$ cat config.mk
export PLATFORM = sky130hd
export DESIGN_NAME = sport_compand
export DESIGN_NICKNAME = d
export VERILOG_FILES = /design/src/rtl/sport_compand_pkg.sv /design/src/rtl/g711_compress.sv /design/src/rtl/g711_expand.sv /design/src/rtl/sport_compand.sv
export SDC_FILE = /design/constraint.sdc
export NUM_CORES = 1
export LEC_CHECK = 0
export BUFFER_PORTS_ARGS = -buffer_cell sky130_fd_sc_hd__buf_2
export CAP_MARGIN = 20
export CORE_ASPECT_RATIO = 1.2
export CORE_MARGIN = 2
export CORE_UTILIZATION = 60
export CTS_CLUSTER_SIZE = 30
export DETAILED_ROUTE_END_ITERATION = 8
export PLACE_DENSITY = 0.95
export SLEW_MARGIN = 20
export SYNTH_ARGS = -nofsm -noshare
export SYNTH_HDL_FRONTEND = slang
export SYNTH_SLANG_ARGS = --single-unit
$ cat constraint.sdc
create_clock -name clk -period 2.4 [get_ports clk]
set_clock_uncertainty 0.1 [all_clocks]
set_input_delay 0.24 -clock clk [delete_from_list [all_inputs] [get_ports clk]]
set_output_delay 0.24 -clock clk [all_outputs]
set_load 0.01 [all_outputs]
$ cat src/rtl/sport_compand_pkg.sv
package sport_compand_pkg;

   typedef enum logic [1:0] {
      MODE_RAW     = 2'b00,
      MODE_RAW_LSB = 2'b01,
      MODE_MULAW   = 2'b10,
      MODE_ALAW    = 2'b11
   } cmode_e;

   localparam int CODE_W  = 8;
   localparam int WDLEN_W = 3;

endpackage

$ cat src/rtl/g711_compress.sv
module g711_compress #(
   parameter int LAW_A    = 0,
   parameter int DATA_W   = 16,
   parameter int SIG_BITS = 14
) (
   input  logic [DATA_W-1:0] sample,
   output logic [7:0]        code
);
   localparam int MAG_W = SIG_BITS - 1;
   localparam int HI    = 2**(SIG_BITS-1) - 1;

   if (DATA_W < SIG_BITS) begin : g_bad_width
      $error("g711_compress: DATA_W smaller than SIG_BITS");
   end

   if (LAW_A == 0) begin : g_mu
      localparam int BIAS = 33;
      localparam int CLIP = HI - BIAS;
      if (SIG_BITS != 14) begin : g_bad_mu
         $error("g711_compress: mu-law needs 14 significant bits");
      end
      logic              neg;
      logic [DATA_W-1:0] mag;
      logic [MAG_W-1:0]  mag_c;
      logic [MAG_W-1:0]  biased;
      logic [MAG_W-1:0]  shifted;
      logic [2:0]        seg;
      always_comb begin
         neg     = sample[DATA_W-1];
         mag     = neg ? (~sample + 1'b1) : sample;
         mag_c   = (mag > CLIP) ? MAG_W'(CLIP) : mag[MAG_W-1:0];
         biased  = mag_c + MAG_W'(BIAS);
         seg     = 3'd0;
         for (int i = 5; i < MAG_W; i++) begin
            if (biased[i]) seg = 3'(i - 5);
         end
         shifted = biased >> ({1'b0, seg} + 4'd1);
         code    = ~{neg, seg, shifted[3:0]};
      end
   end else begin : g_alaw
      if (SIG_BITS != 13) begin : g_bad_a
         $error("g711_compress: A-law needs 13 significant bits");
      end
      logic              nonneg;
      logic [DATA_W-1:0] mag_full;
      logic [MAG_W-1:0]  mag;
      logic [MAG_W-1:0]  shifted;
      logic [2:0]        seg;
      always_comb begin
         nonneg   = ~sample[DATA_W-1];
         mag_full = nonneg ? sample : ~sample;
         mag      = (mag_full > HI) ? MAG_W'(HI) : mag_full[MAG_W-1:0];
         seg      = 3'd0;
         for (int i = 5; i < MAG_W; i++) begin
            if (mag[i]) seg = 3'(i - 4);
         end
         shifted  = (seg == 3'd0) ? (mag >> 1) : (mag >> seg);
         code     = {nonneg, seg, shifted[3:0]} ^ 8'h55;
      end
   end

endmodule

$ cat src/rtl/g711_expand.sv
module g711_expand #(
   parameter int LAW_A    = 0,
   parameter int DATA_W   = 16,
   parameter int SIG_BITS = 14
) (
   input  logic [7:0]        code,
   output logic [DATA_W-1:0] sample
);
   localparam int MAG_W = SIG_BITS - 1;

   if (DATA_W < SIG_BITS) begin : g_bad_width
      $error("g711_expand: DATA_W smaller than SIG_BITS");
   end

   if (LAW_A == 0) begin : g_mu
      logic [7:0]       c;
      logic [MAG_W-1:0] t;
      logic [MAG_W-1:0] mag;
      always_comb begin
         c      = ~code;
         t      = (MAG_W'({c[3:0], 1'b1}) + MAG_W'(32)) << c[6:4];
         mag    = t - MAG_W'(33);
         sample = c[7] ? (~DATA_W'(mag) + 1'b1) : DATA_W'(mag);
      end
   end else begin : g_alaw
      logic [7:0]       c;
      logic [MAG_W-1:0] base;
      logic [MAG_W-1:0] mag;
      always_comb begin
         c    = code ^ 8'h55;
         base = MAG_W'({c[3:0], 1'b1});
         if (c[6:4] == 3'd0) mag = base;
         else                mag = (base + MAG_W'(32)) << (c[6:4] - 3'd1);
         sample = c[7] ? DATA_W'(mag) : (~DATA_W'(mag) + 1'b1);
      end
   end

endmodule

$ cat src/rtl/sport_compand.sv
module sport_compand
   import sport_compand_pkg::*;
#(
   parameter int DATA_W  = 16,
   parameter int MU_BITS = 14,
   parameter int A_BITS  = 13,
   parameter int BITS_W  = $clog2(DATA_W) + 1
) (
   input  logic                clk,
   input  logic                rst_n,
   input  logic                tx_load,
   input  logic [1:0]          tx_mode,
   input  logic [2:0]          tx_wdlen,
   input  logic [DATA_W-1:0]   tx_data,
   output logic [DATA_W-1:0]   tx_shift_word,
   output logic [BITS_W-1:0]   tx_bits,
   output logic                tx_valid,
   input  logic                rx_load,
   input  logic [1:0]          rx_mode,
   input  logic [DATA_W-1:0]   rx_buf,
   output logic [DATA_W-1:0]   rx_word,
   output logic                rx_valid
);
   localparam int UPPER_W = DATA_W - CODE_W;
   localparam int MU_SAT  = 2**(MU_BITS-1) - 1 - 33;
   localparam int A_SAT   = 2**(A_BITS-1) - 1;
   localparam int MU_PEAK = (63 << 7) - 33;
   localparam int A_PEAK  = 63 << 6;

   if (DATA_W < MU_BITS || DATA_W <= CODE_W) begin : g_bad_top
      $error("sport_compand: DATA_W too small for the companding laws");
   end

   function automatic logic [BITS_W-1:0] len_of(input logic [WDLEN_W-1:0] wl);
      int n;
      case (wl)
         3'd0:    n = 8;
         3'd1:    n = 12;
         3'd2:    n = 16;
         3'd3:    n = 20;
         3'd4:    n = 24;
         default: n = 32;
      endcase
      if (n > DATA_W) n = DATA_W;
      return BITS_W'(n);
   endfunction

   // transmit conversion
   logic [CODE_W-1:0] tx_rev, tx_mu, tx_a;
   logic [DATA_W-1:0] tx_next;
   logic [BITS_W-1:0] tx_bits_next;

   for (genvar i = 0; i < CODE_W; i++) begin : g_tx_rev
      assign tx_rev[i] = tx_data[CODE_W-1-i];
   end

   g711_compress #(.LAW_A(0), .DATA_W(DATA_W), .SIG_BITS(MU_BITS)) u_tx_mu (
      .sample(tx_data), .code(tx_mu));
   g711_compress #(.LAW_A(1), .DATA_W(DATA_W), .SIG_BITS(A_BITS)) u_tx_a (
      .sample(tx_data), .code(tx_a));

   always_comb begin
      case (cmode_e'(tx_mode))
         MODE_RAW:     tx_next = tx_data;
         MODE_RAW_LSB: tx_next = {{UPPER_W{1'b0}}, tx_rev};
         MODE_MULAW:   tx_next = {{UPPER_W{1'b0}}, tx_mu};
         default:      tx_next = {{UPPER_W{1'b0}}, tx_a};
      endcase
      tx_bits_next = (tx_mode == MODE_RAW) ? len_of(tx_wdlen) : BITS_W'(CODE_W);
   end

   always_ff @(posedge clk or negedge rst_n) begin
      if (!rst_n) begin
         tx_shift_word <= '0;
         tx_bits       <= '0;
         tx_valid      <= 1'b0;
      end else begin
         tx_valid <= tx_load;
         if (tx_load) begin
            tx_shift_word <= tx_next;
            tx_bits       <= tx_bits_next;
         end
      end
   end

   // receive conversion
   logic [CODE_W-1:0] rx_rev;
   logic [DATA_W-1:0] rx_mu, rx_a, rx_next;

   for (genvar i = 0; i < CODE_W; i++) begin : g_rx_rev
      assign rx_rev[i] = rx_buf[CODE_W-1-i];
   end

   g711_expand #(.LAW_A(0), .DATA_W(DATA_W), .SIG_BITS(MU_BITS)) u_rx_mu (
      .code(rx_buf[CODE_W-1:0]), .sample(rx_mu));
   g711_expand #(.LAW_A(1), .DATA_W(DATA_W), .SIG_BITS(A_BITS)) u_rx_a (
      .code(rx_buf[CODE_W-1:0]), .sample(rx_a));

   always_comb begin
      case (cmode_e'(rx_mode))
         MODE_RAW:     rx_next = rx_buf;
         MODE_RAW_LSB: rx_next = {{UPPER_W{1'b0}}, rx_rev};
         MODE_MULAW:   rx_next = rx_mu;
         default:      rx_next = rx_a;
      endcase
   end

   always_ff @(posedge clk or negedge rst_n) begin
      if (!rst_n) begin
         rx_word  <= '0;
         rx_valid <= 1'b0;
      end else begin
         rx_valid <= rx_load;
         if (rx_load) rx_word <= rx_next;
      end
   end

   // checks
   a_r8_tx_pulse: assert property (@(posedge clk) disable iff (!rst_n)
      tx_load |=> tx_valid);
   a_r8_tx_drop: assert property (@(posedge clk) disable iff (!rst_n)
      !tx_load |=> !tx_valid);
   a_r8_rx_pulse: assert property (@(posedge clk) disable iff (!rst_n)
      rx_load |=> rx_valid);
   a_r6_forced_len: assert property (@(posedge clk) disable iff (!rst_n)
      (tx_load && tx_mode != MODE_RAW) |=> tx_bits == BITS_W'(CODE_W));
   a_r3_upper_clear: assert property (@(posedge clk) disable iff (!rst_n)
      (tx_load && tx_mode != MODE_RAW) |=> tx_shift_word[DATA_W-1:CODE_W] == '0);
   a_r9_tx_hold: assert property (@(posedge clk) disable iff (!rst_n)
      !tx_load |=> ($stable(tx_shift_word) && $stable(tx_bits)));
   a_r9_rx_hold: assert property (@(posedge clk) disable iff (!rst_n)
      !rx_load |=> $stable(rx_word));
   a_r10_mu_sat: assert property (@(posedge clk) disable iff (!rst_n)
      (tx_load && tx_mode == MODE_MULAW && $signed(tx_data) >= MU_SAT)
      |=> tx_shift_word[CODE_W-1:0] == 8'h80);
   a_r10_a_sat: assert property (@(posedge clk) disable iff (!rst_n)
      (tx_load && tx_mode == MODE_ALAW && $signed(tx_data) >= A_SAT)
      |=> tx_shift_word[CODE_W-1:0] == 8'hAA);
   a_r7_mu_range: assert property (@(posedge clk) disable iff (!rst_n)
      (rx_load && rx_mode == MODE_MULAW)
      |=> ($signed(rx_word) <= MU_PEAK && $signed(rx_word) >= -MU_PEAK));
   a_r7_a_range: assert property (@(posedge clk) disable iff (!rst_n)
      (rx_load && rx_mode == MODE_ALAW)
      |=> ($signed(rx_word) <= A_PEAK && $signed(rx_word) >= -A_PEAK));

endmodule

==> run summary, run 1 <==
status - aborted with a tool error
Halt Stage - global routing (5_1_grt)
Log Error - [ERROR GRT-0116] Global routing finished with congestion. Check the congestion regions in the DRC Viewer.
largest family of logic cells by synthesized area - compound AO/OA/AOI/OAI gates
sequential-to-total area share from yosys stat - 17.5%
die width - 89.6 um
adder and majority cell fraction of the synthesized area - 2.84%
Clock Tree Buf Depth - 2
GPL Wtd Cong - 1.08
post-synthesis mux area share - 11.0%
Synth Register Bits - 37
Synth Cell Area - 5280 um2
Yosys Warn Count - 0
initial core utilization - 61.7%
CTS root buffer - clkbuf_8
number of synthesized flops with an enable pin - 0
Yosys cell types - 89
Synth Area in Compound Gates - 29.7%
Buffers on Ports - 79
H-tree Lvls - 2
Post-Synth Simple-Gate Area - 25.1%
Mean Syn Cell Area - 7.42 um2
post-synthesis xor/xnor area fraction - 6.30%
Core Rows - 37
aggregate global routing overflow - 149
Die Span Y - 107 um
first-pass GRT wire length - 56100 um
pre-CTS WS - -2.10 ns
DPL Wire Length - 17400 um
vias in the first global route - 9606
Post-Place Cells - 1061
TritonCTS buffer count - 5
ys flop type - dfrtp_1
Cells after Synth - 712
FFs w/ async S/R, synth - 100%
# IOs - 82
CTS sink count - 37
all-layer global routing usage - 76.8%
largest net degree at the start of global routing - 38
[kinds of logic after synthesis]
| logic type | after synthesis |
|---|---|
| xor+xnor | 38 |
| mux | 46 |
| fa+ha+maj | 12 |
| buf+inv | 93 |
| compound gates | 226 |
| simple gates | 259 |
| other cells | 1 |
| flops | 37 |
[what timing repair did]
action                                  in CTS
hold buffers                                 1
setup buffers                               30
pin swaps                                   56
hold endpoints to repair                    37
endpoints found under the setup margin      21
gates resized for setup                     91
[metrics by stage]
step	hold WS, ns	instance area [um2]
CTS	0.0796	8090
detailed placement	0.295	7380
global placement	0.274	7380
floorplan	-0.156	5630
[Yosys cell counts (all sizes together), types with 16 or more instances]
master	n	share of area (%)
nand3	20	1.9
inv	34	2.4
nand2	58	4.1
mux2i	23	4.4
xor2	16	2.7
buf	16	1.7
dfrtp	37	18
nor2	73	5.2
a21oi	51	5.3
o21ai	61	5.8
xnor2	22	3.6
nor3	21	2.2
clkbuf	41	2.9
[per-layer routing]
layer,GRT overflow,track usage [%]
met5,0,7.27
met2,80,96.0
met3,2,55.2
met1,0,74.4
met4,67,85.3
==> inputs of run 2 (changes only) <==
Settings changed: CORE_ASPECT_RATIO 1.2 to not set, CORE_UTILIZATION 60 to 40, CTS_CLUSTER_SIZE 30 to not set, PLACE_DENSITY 0.95 to not set, PLACE_DENSITY_LB_ADDON set to 0.15.
==> run 2 against run 1 <==
The flow now finishes, with violations (hold timing, setup timing). Area after synthesis did not move. Synthesized cell count did not move.
==> run summary, run 2 <==
status - finished with violations
violated checks - hold timing, setup timing
Yosys top cell by area - dfrtp_1
synth top area cells - dfrtp_1, o21ai_0, nor2_1, a21oi_1, mux2i_1
initial antenna violation count - 0
TritonCTS buffer count - 5 (unchanged)
# IOs - 82 (unchanged)
die width - 119 um (+33%)
critical path type - input port to flip-flop
CP Data Required Time - 2.47 ns
Crit-path slowest cell - a211oi_4
FMAX - 0.254 GHz
share of layout cells above drive strength 1 - 50.7%
die area - 14100 um2
CP startpoint kind - input port
Reg clk slew, reported paths - 0.06 ns
final core area utilization - 68.8%
fin. max-slew vios - 0
initial core utilization - 41.3% (-20 points)
CTS root buffer - clkbuf_16
all-layer global routing usage - 28.6%
H-tree Lvls - 2 (unchanged)
DPL Wire Length - 15600 um (-10%)
Least-Margin Pin Slew - 0.923 ns
RSZ-0062 raised after global routing - yes
DRT Pass-1 Iters - 5
count of final hold-check violations - 12
most common cell after layout, fill and taps aside - buf_4
Via density - 5.73
Pwr per Cell Area - 393 nW/um2
largest net degree at the start of global routing - 38
FFs w/ async S/R, synth - 100% (unchanged)
Yosys Warn Count - 0 (unchanged)
final setup vio count - 21
Mean Syn Cell Area - 7.42 um2 (unchanged)
GPL Wtd Cong - 0.937 (-13%)
FF-to-FF setup slack - 1.27 ns
Final ANT Viol Nets - 0
Core Rows - 41 (+11%)
Buf/Inv on CP - 3
P_leak - 3.87 nW
worst r2r src - tx_shift_word[3]
CP endpoint - tx_shift_word[1]
Synth Cell Area - 5280 um2 (unchanged)
DR WL/cell - 17.8 um
Synth Register Bits - 37 (unchanged)
Post-Synth Simple-Gate Area - 25.1% (unchanged)
first-pass GRT wire length - 33200 um
sequential-to-total area share from yosys stat - 17.5% (unchanged)
largest family of logic cells by synthesized area - compound AO/OA/AOI/OAI gates
PnR Total Power - 3.46 mW
commonest non-fill, non-tap cells in the layout - buf_4, buf_2, nor2_1
critical path's top delay family - compound AO/OA/AOI/OAI gates
Yosys cell types - 89 (unchanged)
Slew HR - 38.5%
hold_ws - -0.0171 ns
core area - 12800 um2
Clock Tree Buf Depth - 2 (unchanged)
1st-iter DRT viols - 456
top flop regs - rx_word: 16 flops, tx_shift_word: 16 flops, tx_bits: 3 flops
CTS sink count - 37 (unchanged)
P&R area growth vs syn - 66.5%
critical path depth - 18
Die Span Y - 119 um (+11%)
final worst-path cycle share - 164%
top-count cell post-synth - nor2_1
aggregate global routing overflow - 0
Hold Path Class - input port to asynchronous set/reset pin
Synth top cells by count - nor2_1, o21ai_0, nand2_1
final worst slack - -1.54 ns
Routed WL - 21000 um
worst r2r path cells - 4
vias in the first global route - 6805
crit-path max cell delay - 0.42 ns
number of synthesized flops with an enable pin - 0 (unchanged)
clk_lat worst skew - 0.29 ns
crit end category - flip-flop
crit-path cells - buf_8 -> inv_6 -> ha_4 -> or3b_4 -> or4_1 -> and3_4 -> a2111oi_4 -> a21oi_2 -> and2_4 -> ha_4 -> buf_12 -> a21oi_4 -> nor2_2 -> o22a_1 -> a211oi_4 -> mux2i_1 -> o221ai_1 -> a22o_1
CTS tree - yes
Worst Path Arrival - 4.01 ns
number of max-cap violations - 0
Fill cells - 1008
post-synthesis mux area share - 11.0% (unchanged)
Tmin final - 3.94 ns
Final nets - 1061
Worst VDD drop - 0.257 mV
CP Max Fanout - 8
Ant. Diodes - 0
ys flop type - dfrtp_1
total number of vias - 6753
adder and majority cell fraction of the synthesized area - 2.84% (unchanged)
Cells after Synth - 712 (unchanged)
Hold-fix buffers, CTS - 0 (-1)
Synth Area in Compound Gates - 29.7% (unchanged)
DR DRC count - 0
post-synthesis xor/xnor area fraction - 6.30% (unchanged)
post-synth top area share - 17.5% (unchanged)
Worst Setup SP - tx_data[0]
CP most frequent cell - ha_4
RR Endpoint - tx_shift_word[3]
pre-CTS WS - -2.02 ns (+0.0806 ns)
Buffers on Ports - 79 (unchanged)
run 2: cell counts after synthesis:
Identical to the previous run, type by type.
run 2: how the worst min path moves through the flow:
stage / start / endpoint / slack, ns
after floorplan: rst_n / rx_valid / -0.16
after detailed placement: rst_n / tx_bits[2] / 0.32
after global routing: rst_n / tx_bits[2] / 0.06
final: rst_n / tx_shift_word[8] / -0.02
after global placement: rst_n / tx_bits[4] / 0.30
after CTS: rst_n / tx_bits[2] / 0.01
run 2: power breakdown:
part / switching, mW / internal, mW
clock network: 0.273 / 0.492
logic: 0.987 / 0.971
registers: 0.0406 / 0.694
run 2: cells by family after synthesis:
logic type,count (synthesis)
XOR/XNOR,38
AO/OA/AOI/OAI,226
flip-flops,37
buffers and inverters,93
multiplexers,46
other,1
adder cells (fa/ha/maj),12
AND/OR/NAND/NOR,259
run 2: metrics by stage:
stage / instances / TNS [ns] / instance area (um2)
3_3_place_gp: 1127 / -23.46 / 7540
4_1_cts: 1163 / -14.70 / 8310
6_report: 1179 / -16.10 / 8790
3_5_place_dp: 1127 / -24.84 / 7540
5_1_grt: 1179 / -18.77 / 8790
2_1_floorplan: 713 / -17.72 / 5630
run 2: repair_timing:
action                     4_1_cts  5_1_grt
setup endpoints to repair       22       22
pin swaps                       58       63
resized for setup               87       79
buffers inserted                29       22
run 2: final cells by class:
type                       count  area, um2  area share (%)
inverter                      35        156            1.78
multi-input combinational    583       4770            54.3
sequential                    37        926            10.5
timing repair buffer         344       2550            29.0
clock inverter                 3       43.8           0.498
clock buffer                   5        125            1.42
tap                          172        215            2.45
run 2: metal layers:
metal,global-route usage [%],vias up,share of wire (%)
met5,0,-,0
met4,16.7,0,6.0
met3,2.68,99,3.6
met2,52.4,250,51
met1,32.0,3199,39
li1,-,3205,-
No activity file was read; power rests on OpenSTA's default activity.
==> inputs of run 3 (changes only) <==
==> constraint.sdc (replaced) <==
create_clock -name clk -period 4.2 [get_ports clk]
set_clock_uncertainty 0.1 [all_clocks]
set_input_delay 0 -clock clk [delete_from_list [all_inputs] [get_ports clk]]
set_output_delay 0 -clock clk [all_outputs]
set_load 0.01 [all_outputs]
==> run 3 against run 2 <==
The flow now finishes without violations. Sequential share of layout area increased by 3.9 points. Non-clock buffer count shrank 201. First-iteration DRC count is 45% higher. Via count down 13%. Clock power fell by 52%. Combinational power shrank 63%. Flip-flop and latch count unchanged.
==> run summary, run 3 (synthesis results as in run 2) <==
status - finished, final reports clean
CP Max Fanout - 6 (-2)
Via density - 6.02 (+5.1%)
DR DRC count - 0 (unchanged)
Routed WL - 17500 um (-17%)
critical path type - input port to flip-flop
# IOs - 82 (unchanged)
all-layer global routing usage - 24.9% (-3.7 points)
final setup vio count - 0 (-100%)
share of layout cells above drive strength 1 - 23.9% (-27 points)
Clock Tree Buf Depth - 2 (unchanged)
Tmin final - 3.96 ns
Ant. Diodes - 0 (unchanged)
initial antenna violation count - 0 (unchanged)
crit-path cells - buf_2 -> buf_4 -> or4_1 -> o41ai_1 -> a32oi_1 -> nor2_1 -> a21oi_2 -> nand3_1 -> ha_4 -> inv_4 -> nor2_2 -> o21ai_1 -> nand3_1 -> o22ai_4 -> buf_4 -> a211oi_4 -> buf_4 -> or4b_1 -> nand4_1 -> a22o_1
vias in the first global route - 5759 (-15%)
clock share of power - 24.0% (+1.9 points)
final core area utilization - 50.2% (-19 points)
crit end category - flip-flop
Sw Ratio - 39.5% (+1.9 points)
Worst Path Arrival - 4.08 ns (+0.07 ns)
critical path's top delay family - simple AND/OR/NAND/NOR gates
Hold Path Class - input port to flip-flop
Post-Place Cells - 951 (-16%)
initial core utilization - 41.3% (unchanged)
H-tree Lvls - 2 (unchanged)
crit-path max cell delay - 0.57 ns (+0.15 ns)
core area - 12800 um2 (unchanged)
Slew HR - 40.3% (+1.8 points)
Least-Margin Pin Slew - 0.896 ns (-0.0270 ns)
Die Span Y - 119 um (unchanged)
number of max-cap violations - 0 (unchanged)
Final nets - 860 (-19%)
commonest non-fill, non-tap cells in the layout - buf_2, nor2_1, o21ai_0
CTS tree - yes
Crit-path slowest cell - or4_1
final worst-path cycle share - 94.2%
CTS sink count - 37 (unchanged)
sw power - 0.598 mW (-54%)
FF-to-FF setup slack - 2.99 ns (+1.72 ns)
CP startpoint kind - input port
aggregate global routing overflow - 0 (unchanged)
first-pass GRT wire length - 29000 um (-13%)
worst r2r src - tx_shift_word[3]
TritonCTS buffer count - 5 (unchanged)
CTS root buffer - clkbuf_16
HP Start - rx_load
PnR Total Power - 1.51 mW (-56%)
top flop regs - rx_word: 16 flops, tx_shift_word: 16 flops, tx_bits: 3 flops
most common cell after layout, fill and taps aside - buf_2
Pwr per Cell Area - 236 nW/um2 (-40%)
Int Power - 0.915 mW (-58%)
Buffers on Ports - 79 (unchanged)
CP Data Required Time - 4.32 ns (+1.85 ns)
Finished Cell Area - 6410 um2 (-27%)
1st-iter DRT viols - 662 (+45%)
P_leak - 2.61 nW (-33%)
largest net degree at the start of global routing - 49 (+29%)
Comb power frac - 48.3% (-8.3 points)
placed cell areas - 6050 um2 (-20%)
die area - 14100 um2 (unchanged)
clk_lat worst skew - 0.27 ns (-0.02 ns)
count of final hold-check violations - 0 (-12)
total number of vias - 5881 (-13%)
GPL Wtd Cong - 0.963 (+2.8%)
CP most frequent cell - buf_4
Worst VDD drop - 0.190 mV (-26%)
die width - 119 um (unchanged)
P&R area growth vs syn - 21.4%
DPL Wire Length - 13700 um (-12%)
Buf/Inv on CP - 5 (+2)
fin. max-slew vios - 0 (unchanged)
Core Rows - 41 (unchanged)
Layout Cells excl Fill - 977 (-17%)
setup tns final - 0 ns (+16.10 ns)
sequential power share - 27.7% (+6.5 points)
Worst Setup SP - tx_data[1]
DR WL/cell - 17.9 um (+0.29%)
Final ANT Viol Nets - 0 (unchanged)
Reg clk slew, reported paths - 0.06 ns (about the same)
RSZ-0062 raised after global routing - no
DRT Pass-1 Iters - 6 (+1)
FMAX - 0.253 GHz
==> run 3: cell count changes in the layout (fill, tap and decap cells not counted), moves of 8 or more <==
cell,delta
o21ai_0,+17
mux2_4,-9
dlygate4sd3_1,+19
buf_4,-196
nand2_2,-8
buf_6,-21
o21ai_2,-8
a21oi_1,+11
mux2_2,+9
nor2_1,+9
ha_1,+8
nand2_1,+10
==> run 3: repair_timing <==
item | 4_1_cts | 5_1_grt
buffers inserted | 0 | 0
hold buffers | 19 | 0
endpoints found under the setup margin | 0 | 7
endpoints found under the hold margin | 54 | 0
gates resized for setup | 0 | 7
==> run 3: final timing paths <==
check                                    to  cells after the start
max                        tx_shift_word[1]                     20
min                                rx_valid                      1
max reg2reg                tx_shift_word[3]                      4
min reg2reg                      tx_bits[3]                      1
max in group asynchronous       rx_word[15]                      2
min in group asynchronous        tx_bits[3]                      2
==> run 3: cell type report <==
type	count	area (um2)
clock buffer	6	129
clock inverter	1	8.76
fill	1267	6360
inverter	35	141
multi-input combinational	583	4070
sequential	37	926
tap	172	215
timing repair buffer	143	926
==> run 3: per-layer routing <==
| layer | wire (um) | GRT usage (%) |
|---|---|---|
| met4 | 653 | 9.38 |
| met2 | 8880 | 45.4 |
| met3 | 817 | 2.20 |
| met1 | 7120 | 30.2 |
| met5 | 0 | 0 |
==> run 3: power by group through the flow <==
stage	clock network, mW	logic, mW	registers, mW
after floorplan	0	0.463	0.442
after global placement	0	0.697	0.424
after detailed placement	0	0.707	0.426
after CTS	0.373	0.721	0.420
after global routing	0.386	0.802	0.425
final	0.363	0.731	0.419
==> run 3: through the flow <==
stage / hold slack, ns / setup slack, ns
CTS: 0.00320 / 0.0234
global placement: 0.0691 / 0.0512
global route: 0.0371 / 0.0133
finish: 0.0115 / 0.242
floorplan: -0.396 / -0.0628
detailed placement: 0.0796 / -0.0228
==> inputs of run 4 (changes only) <==
Settings changed: BUFFER_PORTS_ARGS -buffer_cell sky130_fd_sc_hd__buf_2 to -buffer_cell sky130_fd_sc_hd__buf_4.
==> run 4 against run 3 <==
Via count fell by 1.3%. Cell count fell by 1.3%. Combinational power rose by 2.7%. Sequential share of layout area fell by 0.27 points. Routed wire length fell by 0.66%. First-iteration DRC count fell by 19%. Largest cell class unchanged. Clock power rose by 22%.
==> run summary, run 4 (synthesis results as in run 2) <==
crit-path max cell delay - 0.52 ns (-0.05 ns)
Sw Ratio - 38.0% (-1.5 points)
commonest non-fill, non-tap cells in the layout - buf_4, nor2_1, o21ai_0
GPL Wtd Cong - 0.911 (-5.4%)
CP Data Required Time - 4.31 ns (about the same)
status - finished, final reports clean
Final nets - 846 (-1.6%)
core area - 12800 um2 (unchanged)
Fill cells - 1267 (unchanged)
final worst-path cycle share - 94.5% (+0.25 points)
share of layout cells above drive strength 1 - 22.5% (-1.4 points)
vias in the first global route - 5529 (-4.0%)
first-pass GRT wire length - 28100 um (-3.0%)
Worst VDD drop - 0.187 mV (-1.3%)
initial antenna violation count - 0 (unchanged)
H-tree Lvls - 2 (unchanged)
Hold Path Class - input port to flip-flop
CTS sink count - 37 (unchanged)
Reg clk slew, reported paths - 0.07 ns (about the same)
Buf/Inv on CP - 2 (-3)
critical path type - input port to flip-flop
most common cell after layout, fill and taps aside - buf_4
aggregate global routing overflow - 0 (unchanged)
PnR Total Power - 1.62 mW (+6.8%)
pre-CTS WS - -0.0152 ns (+0.00756 ns)
worst r2r src - tx_shift_word[3]
final core area utilization - 51.2% (+0.96 points)
final setup vio count - 0 (unchanged)
crit-path cells - dlygate4sd3_1 -> buf_4 -> nand2_1 -> or4_1 -> and3_4 -> a2111oi_4 -> a21oi_2 -> and2_4 -> ha_4 -> a21oi_4 -> nor2_2 -> o22a_1 -> a211oi_4 -> mux2_4 -> mux2_4 -> a21oi_2
Comb power frac - 46.5% (-1.8 points)
CTS tree - yes
Buffers on Ports - 79 (unchanged)
Int Power - 1.00 mW (+9.4%)
DR DRC count - 0 (unchanged)
1st-iter DRT viols - 533 (-19%)
DRT Pass-1 Iters - 5 (-1)
Clock Tree Buf Depth - 2 (unchanged)
CP Max Fanout - 12 (+6)
Die Span Y - 119 um (unchanged)
sw power - 0.614 mW (+2.7%)
HP Start - rx_buf[12]
CP startpoint kind - input port
RSZ-0062 raised after global routing - no
Crit-path slowest cell - dlygate4sd3_1
count of final hold-check violations - 0 (unchanged)
fin. max-slew vios - 0 (unchanged)
Tmin final - 3.97 ns (+0.0105 ns)
final worst slack - 0.231 ns (-0.0105 ns)
clk_lat worst skew - 0.29 ns (+0.02 ns)
Pwr per Cell Area - 247 nW/um2 (+4.8%)
P_leak - 2.62 nW (+0.26%)
initial core utilization - 41.3% (unchanged)
DR WL/cell - 18.0 um (+0.68%)
die area - 14100 um2 (unchanged)
FMAX - 0.252 GHz (-0.27%)
critical path's top delay family - compound AO/OA/AOI/OAI gates
CTS root buffer - clkbuf_16
Ant. Diodes - 0 (unchanged)
largest net degree at the start of global routing - 49 (unchanged)
setup tns final - 0 ns (unchanged)
hold_ws - 0.0558 ns (+0.0444 ns)
top flop regs - rx_word: 16 flops, tx_shift_word: 16 flops, tx_bits: 3 flops
TritonCTS buffer count - 5 (unchanged)
Routed WL - 17400 um (-0.66%)
number of max-cap violations - 0 (unchanged)
total number of vias - 5802 (-1.3%)
clock share of power - 27.4% (+3.4 points)
Core Rows - 41 (unchanged)
die width - 119 um (unchanged)
Via density - 6.02 (about the same)
sequential power share - 26.1% (-1.6 points)
Worst Path Arrival - 4.08 ns (about the same)
crit end category - flip-flop
Slew HR - 46.5% (+6.2 points)
all-layer global routing usage - 24.3% (-0.57 points)
Worst Setup SP - tx_data[8]
DPL Wire Length - 13200 um (-3.3%)
P&R area growth vs syn - 23.8%
Final ANT Viol Nets - 0 (unchanged)
# IOs - 82 (unchanged)
Least-Margin Pin Slew - 0.800 ns (-0.0962 ns)
## run 4: worst min-delay path, cell delays in order
cell and delay [ns]:
buf_4 0.11, nor3b_1 0.12, a21oi_1 0.10, a21oi_1 0.07
## run 4: worst paths after layout
path | endpoint | slack [ns] | cells after the start
max | tx_shift_word[3] | 0.23 | 16
min | rx_word[12] | 0.06 | 4
max reg2reg | tx_shift_word[3] | 3.04 | 4
min reg2reg | rx_word[10] | 0.38 | 1
max in group asynchronous | tx_shift_word[1] | 3.50 | 2
min in group asynchronous | rx_word[2] | 0.13 | 2
## run 4: power by group through the flow
stage	Clock (mW)	Sequential [mW]	Combinational [mW]
floorplan	0	0.442	0.463
finish	0.442	0.422	0.751
detailed placement	0	0.428	0.727
global route	0.461	0.427	0.820
global placement	0	0.427	0.718
CTS	0.451	0.423	0.743
## run 4: metal layers
metal	track usage, %	routed length (um)
met1	29.9	7260
met2	40.8	8330
met3	2.92	734
met4	14.4	1030
met5	0	0
## run 4: metrics by stage
step,cell area (um2),std cells
floorplan,5400,713
global placement,6130,936
detailed placement,6130,936
CTS,6500,964
global route,6540,964
finish,6540,964
## run 4: final cells by class
class | count | area (um2) | share of cell area (%)
tap | 172 | 215 | 3.29
sequential | 37 | 926 | 14.2
inverter | 35 | 141 | 2.16
clock inverter | 3 | 43.8 | 0.670
multi-input combinational | 583 | 4070 | 62.2
timing repair buffer | 129 | 1020 | 15.6
clock buffer | 5 | 125 | 1.91
## run 4: timing repair
item	in CTS	in global routing
endpoints found under the hold margin	55	0
endpoints found under the setup margin	0	6
hold buffers	20	0
resized for setup	0	4
buffers inserted	0	0
